## src/rtl/rxep_pkg.sv

```systemverilog
package rxep_pkg;
  localparam int NUM_BANKS = 2;

  // Bank that follows `cur`; single-bank mode always stays on bank 0.
  function automatic logic next_bank(input logic cur, input logic dual);
    return dual ? ~cur : 1'b0;
  endfunction

  // A bank may take a new packet only while it holds none.
  function automatic logic bank_free(input logic [NUM_BANKS-1:0] full, input logic idx);
    return !full[idx];
  endfunction
endpackage

```

## src/rtl/rxep_bank_mem.sv

```systemverilog
module rxep_bank_mem #(
  parameter int DEPTH = 64,
  parameter int DW    = 8,
  localparam int ADDR_W = $clog2(DEPTH)
) (
  input  logic              clk,
  input  logic              wr_en,
  input  logic              wr_bank,
  input  logic [ADDR_W-1:0] wr_addr,
  input  logic [DW-1:0]     wr_data,
  input  logic              rd_bank,
  input  logic [ADDR_W-1:0] rd_addr,
  output logic [DW-1:0]     rd_data
);
  logic [DW-1:0] rd_word [rxep_pkg::NUM_BANKS];

  for (genvar b = 0; b < rxep_pkg::NUM_BANKS; b++) begin : g_bank
    logic [DW-1:0] store [DEPTH];
    always_ff @(posedge clk) begin
      if (wr_en && (wr_bank == 1'(b))) store[wr_addr] <= wr_data;
    end
    assign rd_word[b] = store[rd_addr];
  end

  assign rd_data = rd_word[rd_bank];
endmodule

```

## src/rtl/rxep_fill.sv

```systemverilog
module rxep_fill #(
  parameter int DEPTH = 64,
  localparam int ADDR_W = $clog2(DEPTH),
  localparam int CNT_W  = $clog2(DEPTH + 1)
) (
  input  logic              clk,
  input  logic              rst_n,
  input  logic              cfg_dual,
  input  logic              pkt_start,
  input  logic              pkt_valid,
  input  logic              pkt_end,
  input  logic [1:0]        bank_full,
  output logic              wr_en,
  output logic              wr_bank,
  output logic [ADDR_W-1:0] wr_addr,
  output logic              fill_evt,
  output logic              fill_bank,
  output logic [CNT_W-1:0]  fill_cnt,
  output logic              hs_ack,
  output logic              hs_nak
);
  import rxep_pkg::*;

  localparam logic [CNT_W-1:0] DEPTH_C = CNT_W'(DEPTH);

  logic             wbank_q, in_pkt_q, taking_q, ack_q, nak_q;
  logic [CNT_W-1:0] widx_q;
  logic [CNT_W-1:0] widx_nx;

  assign wr_en     = taking_q && pkt_valid && !pkt_start && (widx_q < DEPTH_C);
  assign wr_bank   = wbank_q;
  assign wr_addr   = widx_q[ADDR_W-1:0];
  assign widx_nx   = wr_en ? widx_q + CNT_W'(1) : widx_q;
  assign fill_evt  = taking_q && pkt_end && !pkt_start;
  assign fill_bank = wbank_q;
  assign fill_cnt  = widx_nx;
  assign hs_ack    = ack_q;
  assign hs_nak    = nak_q;

  always_ff @(posedge clk) begin
    if (!rst_n) begin
      wbank_q  <= 1'b0;
      in_pkt_q <= 1'b0;
      taking_q <= 1'b0;
      ack_q    <= 1'b0;
      nak_q    <= 1'b0;
      widx_q   <= '0;
    end else begin
      ack_q <= 1'b0;
      nak_q <= 1'b0;
      if (pkt_start) begin
        in_pkt_q <= 1'b1;
        taking_q <= bank_free(bank_full, wbank_q);
        widx_q   <= '0;
      end else begin
        widx_q <= widx_nx;
        if (pkt_end && in_pkt_q) begin
          in_pkt_q <= 1'b0;
          taking_q <= 1'b0;
          ack_q    <= taking_q;
          nak_q    <= !taking_q;
          if (taking_q) wbank_q <= next_bank(wbank_q, cfg_dual);
        end
      end
    end
  end
endmodule

```

## src/rtl/rxep_drain.sv

```systemverilog
module rxep_drain #(
  parameter int DEPTH = 64,
  localparam int ADDR_W = $clog2(DEPTH),
  localparam int CNT_W  = $clog2(DEPTH + 1)
) (
  input  logic              clk,
  input  logic              rst_n,
  input  logic              cfg_dual,
  input  logic              cfg_auto,
  input  logic              sw_clr_done,
  input  logic              sw_clr_release,
  input  logic              rd_en,
  input  logic              fill_evt,
  input  logic              fill_bank,
  input  logic [CNT_W-1:0]  fill_cnt,
  output logic              cur_bank,
  output logic [ADDR_W-1:0] rd_addr,
  output logic [1:0]        bank_full,
  output logic              done_flag,
  output logic              release_flag,
  output logic              read_ok,
  output logic [CNT_W-1:0]  byte_cnt,
  output logic              rd_evt,
  output logic              sw_rel_evt,
  output logic              auto_rel_evt
);
  import rxep_pkg::*;

  logic [1:0]       full_q, full_n;
  logic [CNT_W-1:0] cnt_q [NUM_BANKS];
  logic [CNT_W-1:0] rptr_q, cur_cnt;
  logic             cur_q, done_q, rel_q;
  logic             last_rd, switch_evt, nxt, done_eff;

  assign cur_cnt    = cnt_q[cur_q];
  assign read_ok    = full_q[cur_q] && (rptr_q < cur_cnt);
  assign rd_evt     = rd_en && read_ok;
  assign last_rd    = rd_evt && ((rptr_q + CNT_W'(1)) == cur_cnt);
  assign auto_rel_evt = cfg_auto && last_rd;
  assign sw_rel_evt = sw_clr_release && rel_q && !done_q && !auto_rel_evt;
  assign switch_evt = sw_rel_evt || auto_rel_evt;
  assign nxt        = next_bank(cur_q, cfg_dual);
  assign done_eff   = done_q && !sw_clr_done;

  always_comb begin
    full_n = full_q;
    if (fill_evt)   full_n[fill_bank] = 1'b1;
    if (switch_evt) full_n[cur_q]     = 1'b0;
  end

  always_ff @(posedge clk) begin
    if (!rst_n) begin
      full_q <= '0;
      cur_q  <= 1'b0;
      rptr_q <= '0;
      done_q <= 1'b0;
      rel_q  <= 1'b0;
      for (int b = 0; b < NUM_BANKS; b++) cnt_q[b] <= '0;
    end else begin
      full_q <= full_n;
      if (fill_evt) cnt_q[fill_bank] <= fill_cnt;
      if (switch_evt) begin
        cur_q  <= nxt;
        rptr_q <= '0;
        rel_q  <= full_n[nxt];
        done_q <= done_eff || full_n[nxt];
      end else begin
        if (rd_evt) rptr_q <= rptr_q + CNT_W'(1);
        if (fill_evt && (fill_bank == cur_q)) begin
          rel_q  <= 1'b1;
          done_q <= 1'b1;
        end else begin
          done_q <= done_eff;
        end
      end
    end
  end

  assign cur_bank     = cur_q;
  assign rd_addr      = rptr_q[ADDR_W-1:0];
  assign bank_full    = full_q;
  assign done_flag    = done_q;
  assign release_flag = rel_q;
  assign byte_cnt     = full_q[cur_q] ? cur_cnt : '0;
endmodule

```

## src/rtl/rxep_bank_ctrl.sv

```systemverilog
module rxep_bank_ctrl #(
  parameter int DEPTH = 64,
  parameter int DW    = 8,
  localparam int ADDR_W = $clog2(DEPTH),
  localparam int CNT_W  = $clog2(DEPTH + 1)
) (
  input  logic             clk,
  input  logic             rst_n,
  input  logic             cfg_dual,
  input  logic             cfg_auto,
  input  logic             cfg_irq_en,
  input  logic             pkt_start,
  input  logic             pkt_valid,
  input  logic [DW-1:0]    pkt_data,
  input  logic             pkt_end,
  output logic             hs_ack,
  output logic             hs_nak,
  input  logic             sw_clr_done,
  input  logic             sw_clr_release,
  input  logic             rd_en,
  output logic [DW-1:0]    rd_data,
  output logic             done_flag,
  output logic             release_flag,
  output logic             read_ok,
  output logic [CNT_W-1:0] byte_cnt,
  output logic             irq
);
  logic              wr_en, wr_bank, fill_evt, fill_bank, cur_bank;
  logic [ADDR_W-1:0] wr_addr, rd_addr;
  logic [CNT_W-1:0]  fill_cnt;
  logic [1:0]        bank_full;
  logic              rd_evt, sw_rel_evt, auto_rel_evt;

  rxep_fill #(.DEPTH(DEPTH)) u_fill (
    .clk(clk), .rst_n(rst_n), .cfg_dual(cfg_dual),
    .pkt_start(pkt_start), .pkt_valid(pkt_valid), .pkt_end(pkt_end),
    .bank_full(bank_full),
    .wr_en(wr_en), .wr_bank(wr_bank), .wr_addr(wr_addr),
    .fill_evt(fill_evt), .fill_bank(fill_bank), .fill_cnt(fill_cnt),
    .hs_ack(hs_ack), .hs_nak(hs_nak)
  );

  rxep_bank_mem #(.DEPTH(DEPTH), .DW(DW)) u_mem (
    .clk(clk), .wr_en(wr_en), .wr_bank(wr_bank), .wr_addr(wr_addr),
    .wr_data(pkt_data), .rd_bank(cur_bank), .rd_addr(rd_addr), .rd_data(rd_data)
  );

  rxep_drain #(.DEPTH(DEPTH)) u_drain (
    .clk(clk), .rst_n(rst_n), .cfg_dual(cfg_dual), .cfg_auto(cfg_auto),
    .sw_clr_done(sw_clr_done), .sw_clr_release(sw_clr_release), .rd_en(rd_en),
    .fill_evt(fill_evt), .fill_bank(fill_bank), .fill_cnt(fill_cnt),
    .cur_bank(cur_bank), .rd_addr(rd_addr), .bank_full(bank_full),
    .done_flag(done_flag), .release_flag(release_flag), .read_ok(read_ok),
    .byte_cnt(byte_cnt), .rd_evt(rd_evt), .sw_rel_evt(sw_rel_evt),
    .auto_rel_evt(auto_rel_evt)
  );

  assign irq = done_flag && cfg_irq_en;
endmodule

```

## config.mk

```make
export PLATFORM = sky130hd
export DESIGN_NAME = rxep_bank_ctrl
export DESIGN_NICKNAME = d
export VERILOG_FILES = /design/src/rtl/rxep_pkg.sv /design/src/rtl/rxep_bank_mem.sv /design/src/rtl/rxep_fill.sv /design/src/rtl/rxep_drain.sv /design/src/rtl/rxep_bank_ctrl.sv
export SDC_FILE = /design/constraint.sdc
export NUM_CORES = 1
export LEC_CHECK = 0
export BUFFER_PORTS_ARGS = -buffer_cell sky130_fd_sc_hd__buf_4
export CELL_PAD_IN_SITES_DETAIL_PLACEMENT = 0
export CELL_PAD_IN_SITES_GLOBAL_PLACEMENT = 2
export CORE_MARGIN = 5
export CORE_UTILIZATION = 49
export CTS_CLUSTER_SIZE = 28
export DETAILED_ROUTE_END_ITERATION = 10
export PLACE_DENSITY = 0.87
export SLEW_MARGIN = 40
export SYNTH_ARGS = -nofsm -noshare
export SYNTH_HDL_FRONTEND = slang
export SYNTH_HIERARCHICAL = 1
export SYNTH_SLANG_ARGS = --single-unit
```

## constraint.sdc

```tcl
create_clock -name clk -period 4.4 [get_ports clk]
set_input_delay 0.66 -clock clk [delete_from_list [all_inputs] [get_ports clk]]
set_output_delay 0.66 -clock clk [all_outputs]
set_load 0.03 [all_outputs]
```

### Word level (Yosys, flattened, before mapping)

Memories as Yosys holds them, arrays and structs flattened. A register that Yosys moved wholly into a read port is not among the register bits.
Cells that the tools add are included.

| operators by class | value |
|---|---|
| add/subtract/negate cells | 2 |
| order comparisons | 8 |
| equal/unequal tests | 2 |
| muxes and demuxes | 43 |
| bitwise operators | 9 |
| reduce and logical (&&, ||, !) cells | 35 |

Operators by type and width:

| cell | count |
|---|---|
| $mux 1 | 29 |
| $mux 6 | 4 |
| $mux 8 | 3 |
| $mux 7 | 3 |
| $logic_and 1x1->1 | 20 |
| $add 7x1->7 const B | 2 |
| $eq 7x7->1 | 1 |
| $lt 7x7->1 | 1 |
| $lt 7x7->1 const B | 1 |
| $reduce_or 7->1 | 1 |
| $logic_not 1->1 | 6 |
| $lt 1x2->1 const B | 3 |
| $not 1->1 | 5 |
| $mux 2 | 2 |
| $reduce_bool 2->1 | 2 |
| $reduce_or 2->1 | 2 |
| $reduce_and 3->1 | 1 |
| $reduce_or 3->1 | 1 |
| $and 2x2->2 | 1 |
| $demux 1 s1 | 2 |
| $ge 1x1->1 const B | 2 |
| $ge 2x2->1 const B | 1 |
| $logic_or 1x1->1 | 2 |
| $not 1->2 | 1 |
| 3 further kinds | 3 |

| storage, ports and cells | value |
|---|---|
| register bits | 24 |
| memory bits (writable) | 1038 |
| input bits | 19 |
| output and inout bits | 21 |
| word-level logic and storage cells | 113 |
| memories | 3 |

Memory list:

| memory | words | bits a word | rd ports | clocked after Yosys merged registers in | write ports | line | text |
|---|---|---|---|---|---|---|---|
| u_mem.g_bank[0].store | 64 | 8 | 1 | 1 | 1 | rxep_bank_mem.sv:18 | `logic [DW-1:0] store [DEPTH];` |
| u_mem.g_bank[1].store | 64 | 8 | 1 | 1 | 1 | rxep_bank_mem.sv:18 |  |
| u_drain.cnt_q | 2 | 7 | 1 | 1 | 2 | rxep_drain.sv:30 | `logic [CNT_W-1:0] cnt_q [NUM_BANKS];` |

### Depth between registers and ports, before layout

| logic depth | value |
|---|---|
| word-level depth | 14 |
| depth in mapped cells | 11 |
| depth with buffers taken out | 10 |

### Hierarchy

The synthesis kept the hierarchy.

Modules (own cells, without submodules):

| module | times used | cells each | area each (µm²) | sequential area each (µm²) |
|---|---|---|---|---|
| rxep_bank_mem | 1 | 1634 | 39542.9 | 30749.5 |
| rxep_drain | 1 | 166 | 1679.1 | 680.7 |
| rxep_fill | 1 | 68 | 601.8 | 240.2 |
| rxep_bank_ctrl | 1 | 1 | 6.3 | 0.0 |

### Worst setup path after synthesis

OpenSTA, ideal clock, no wires.

| timing path | value |
|---|---|
| path type | register -> output |
| start | register, netlist name u_drain/rptr_q[0] |
| end | output rd_data[0] |
| data arrival time | 3.007 ns |
| required time | 3.740 ns |
| path slack | 0.733 ns |
| cell stages (with the launch flop) | 8 |
| path buffers | 3 |
| path through | dfxtp_1 > buf_4 > clkbuf_1 > buf_1 > mux4_2 > mux4_2 > mux4_2 > mux2_2 |

RTL lines:

| item | line | text |
|---|---|---|
| end: declaration | rxep_bank_ctrl.sv:21 | `output logic [DW-1:0] rd_data,` |

==> results.py <==
metrics = {
    "clocking": {
        "clk_pin_slew_ns": 0.06,
        "cts_hold_buffers": 0,
        "htreeDepth": 3,
        "clockBufferDepth": 3,
        "cts.sinks": 1063,
        "clk_latency_ns": 0.69,
        "clockRootBuffer": "clkbuf_16",
        "cts_tree": "yes",
        "cts_buffers": 105,
    },
    "grt": {
        "grt_pass1_wl_um": 139000,
        "antenna_found_initial": 3,
        "track_usage_pct": 20.9,
        "first_global_vias": 20300,
        "grt_max_degree": 105,
        "grt.overflow.total": 0,
    },
    "sta": {
        "setup_slack_ns": 0.0339,
        "relSlewSlack_pct": 37.4,
        "fin_tns_setup_ns": 0,
        "fmax_mhz": 229,
        "clock_skew_ns": 0.0259,
        "rsz0062_at_grt": "yes",
        "finalSetupViolCount": 0,
        "hold_violations": 0,
        "fin_crit_sh_pct": 99.2,
        "final_max_slew_viol_count": 0,
        "min_period_ns": 4.37,
        "worst_slew_pin_slew_ns": 0.938,
    },
    "detailed_routing": {
        "avgRoutedWirePerCell_um": 29.7,
        "top_layer_used": "met5",
        "antenna_left": 0,
        "firstDrtPassIters": 7,
        "via_per_inst": 6.15,
        "drt-met1-wl_um": 37100,
        "route.met2.wl_um": 47100,
        "drt_iter0_drc": 2197,
        "routed-wl-met3_um": 9610,
        "wl_um": 96600,
        "vias": 20000,
        "drc_errors": 0,
    },
    "die": {
        "io_pins": 40,
        "die_area_sq_um": 91300,
        "coreArea_sq_um": 84900,
        "die_h_um": 302,
        "initial_core_util_pct": 49.3,
        "dieWidth_um": 302,
        "row_count": 107,
    },
    "hold_path": {
        "hold_start": "pkt_start",
        "min_path_type": "in -> reg",
    },
    "place": {
        "port_buffers": 39,
        "gp_congestion": 0.801,
        "hpwl_um": 56800,
        "preCtsSetupSlack_ns": 0.548,
    },
    "layout": {
        "layout.nets": 2056,
        "area_growth_pct": 15.2,
        "final_common_cell": "edfxtp_1",
        "fin_util_pct": 56.8,
        "final_cell_mix": "edfxtp_1, mux4_2, clkbuf_16",
        "drive_gt1_share_pct": 34.5,
    },
    "synth": {
        "syn_area_per_cell_sq_um": 22.4,
        "ys_warn_count": 6,
        "synth.cell_area_sq_um": 41800,
        "synth_fp_nets": 1895,
        "syn_inst": 1867,
    },
    "run_status": {
        "status": "finished clean",
    },
    "critical_path": {
        "crit_type": "reg -> out",
        "crit_fanout": 7,
        "cp_data_arrival_time_ns": 3.71,
        "start_kind": "register",
        "cp.required_ns": 3.74,
        "endpoint_kind": "output port",
        "critPathLaunch": "u_drain/rptr_q[0]$_SDFFE_PP0N_",
    },
    "power_and_ir_drop": {
        "p_leak_nw": 14.7,
        "pwr_density_cell_nw_per_um2": 423,
        "ir_worst_vdd_mv": 0.339,
        "total_power_w": 0.0204,
    },
    "job": {
        "drv_cap": 0,
    },
}
-- area by class of cell --
cell class / count / area (sq um)
tap: 1144 / 1430
fill: 5996 / 36700
antenna: 1 / 2.50
timing repair buffer: 162 / 1940
clock inverter: 63 / 678
clock buffer: 123 / 2700
sequential: 1063 / 31700
inverter: 22 / 82.6
multi-input combinational: 674 / 9670
-- state kept, by name (all words and copies together), names as in the netlist, named ones only --
signal / flops
u_mem/g_bank.store: 1024
u_drain/cnt_q: 14
u_drain/rptr_q: 7
u_fill/widx_q: 7
u_drain/bank_full: 2
u_drain/cur_bank: 1
u_drain/done_flag: 1
u_drain/release_flag: 1
u_fill/fill_bank: 1
u_fill/hs_ack: 1
u_fill/hs_nak: 1
u_fill/in_pkt_q: 1
u_fill/taking_q: 1
-- path summary, 6_finish.rpt --
| path | to | slack [ns] | depth (start not counted) |
|---|---|---|---|
| worst max-delay path | rd_data[1] | 0.03 | 8 |
| worst min-delay path | u_fill/in_pkt_q$_SDFFE_PN0P_ | 0.27 | 3 |
| worst max register to register | u_drain/rptr_q[0]$_SDFFE_PP0N_ | 1.29 | 8 |
| worst min register to register | u_fill/hs_nak$_SDFF_PP0_ | 0.50 | 2 |
-- worst max-delay path, cell delays in order, from the launching register on --
cell and delay (ns):
dfxtp_4 0.40, buf_6 0.14, buf_12 0.16, buf_16 0.17, mux4_2 0.53, mux4_2 0.55, mux4_2 0.55, mux2_4 0.33
buf_4 0.18
-- power by group --
group | internal, W | switching [W]
sequential | 0.0111 | 0.00000721
clock | 0.00503 | 0.00376
combinational | 0.000176 | 0.000300
-- timing repair --
item,4_1_cts,5_1_grt
buffers inserted,8,7
endpoints found under the setup margin,8,8
hold endpoints to repair,0,0
cloned,4,16
gates resized for setup,12,16
-- per-layer routing --
metal	up-vias	track usage [%]
met5	-	0
met4	2	6.55
met3	155	5.16
met1	10600	29.2
met2	1079	33.2
li1	8138	-
-- through the flow --
stage               area (sq um)  hold WS (ns)  cells
detailed placement         44000         0.481   3029
global route               48200         0.287   3251
global placement           43900         0.475   3029
finish                     48200         0.269   3252
CTS                        47600         0.231   3227
floorplan                  41800         0.437   1867
Note: power is estimated with default switching activity, not from simulation.
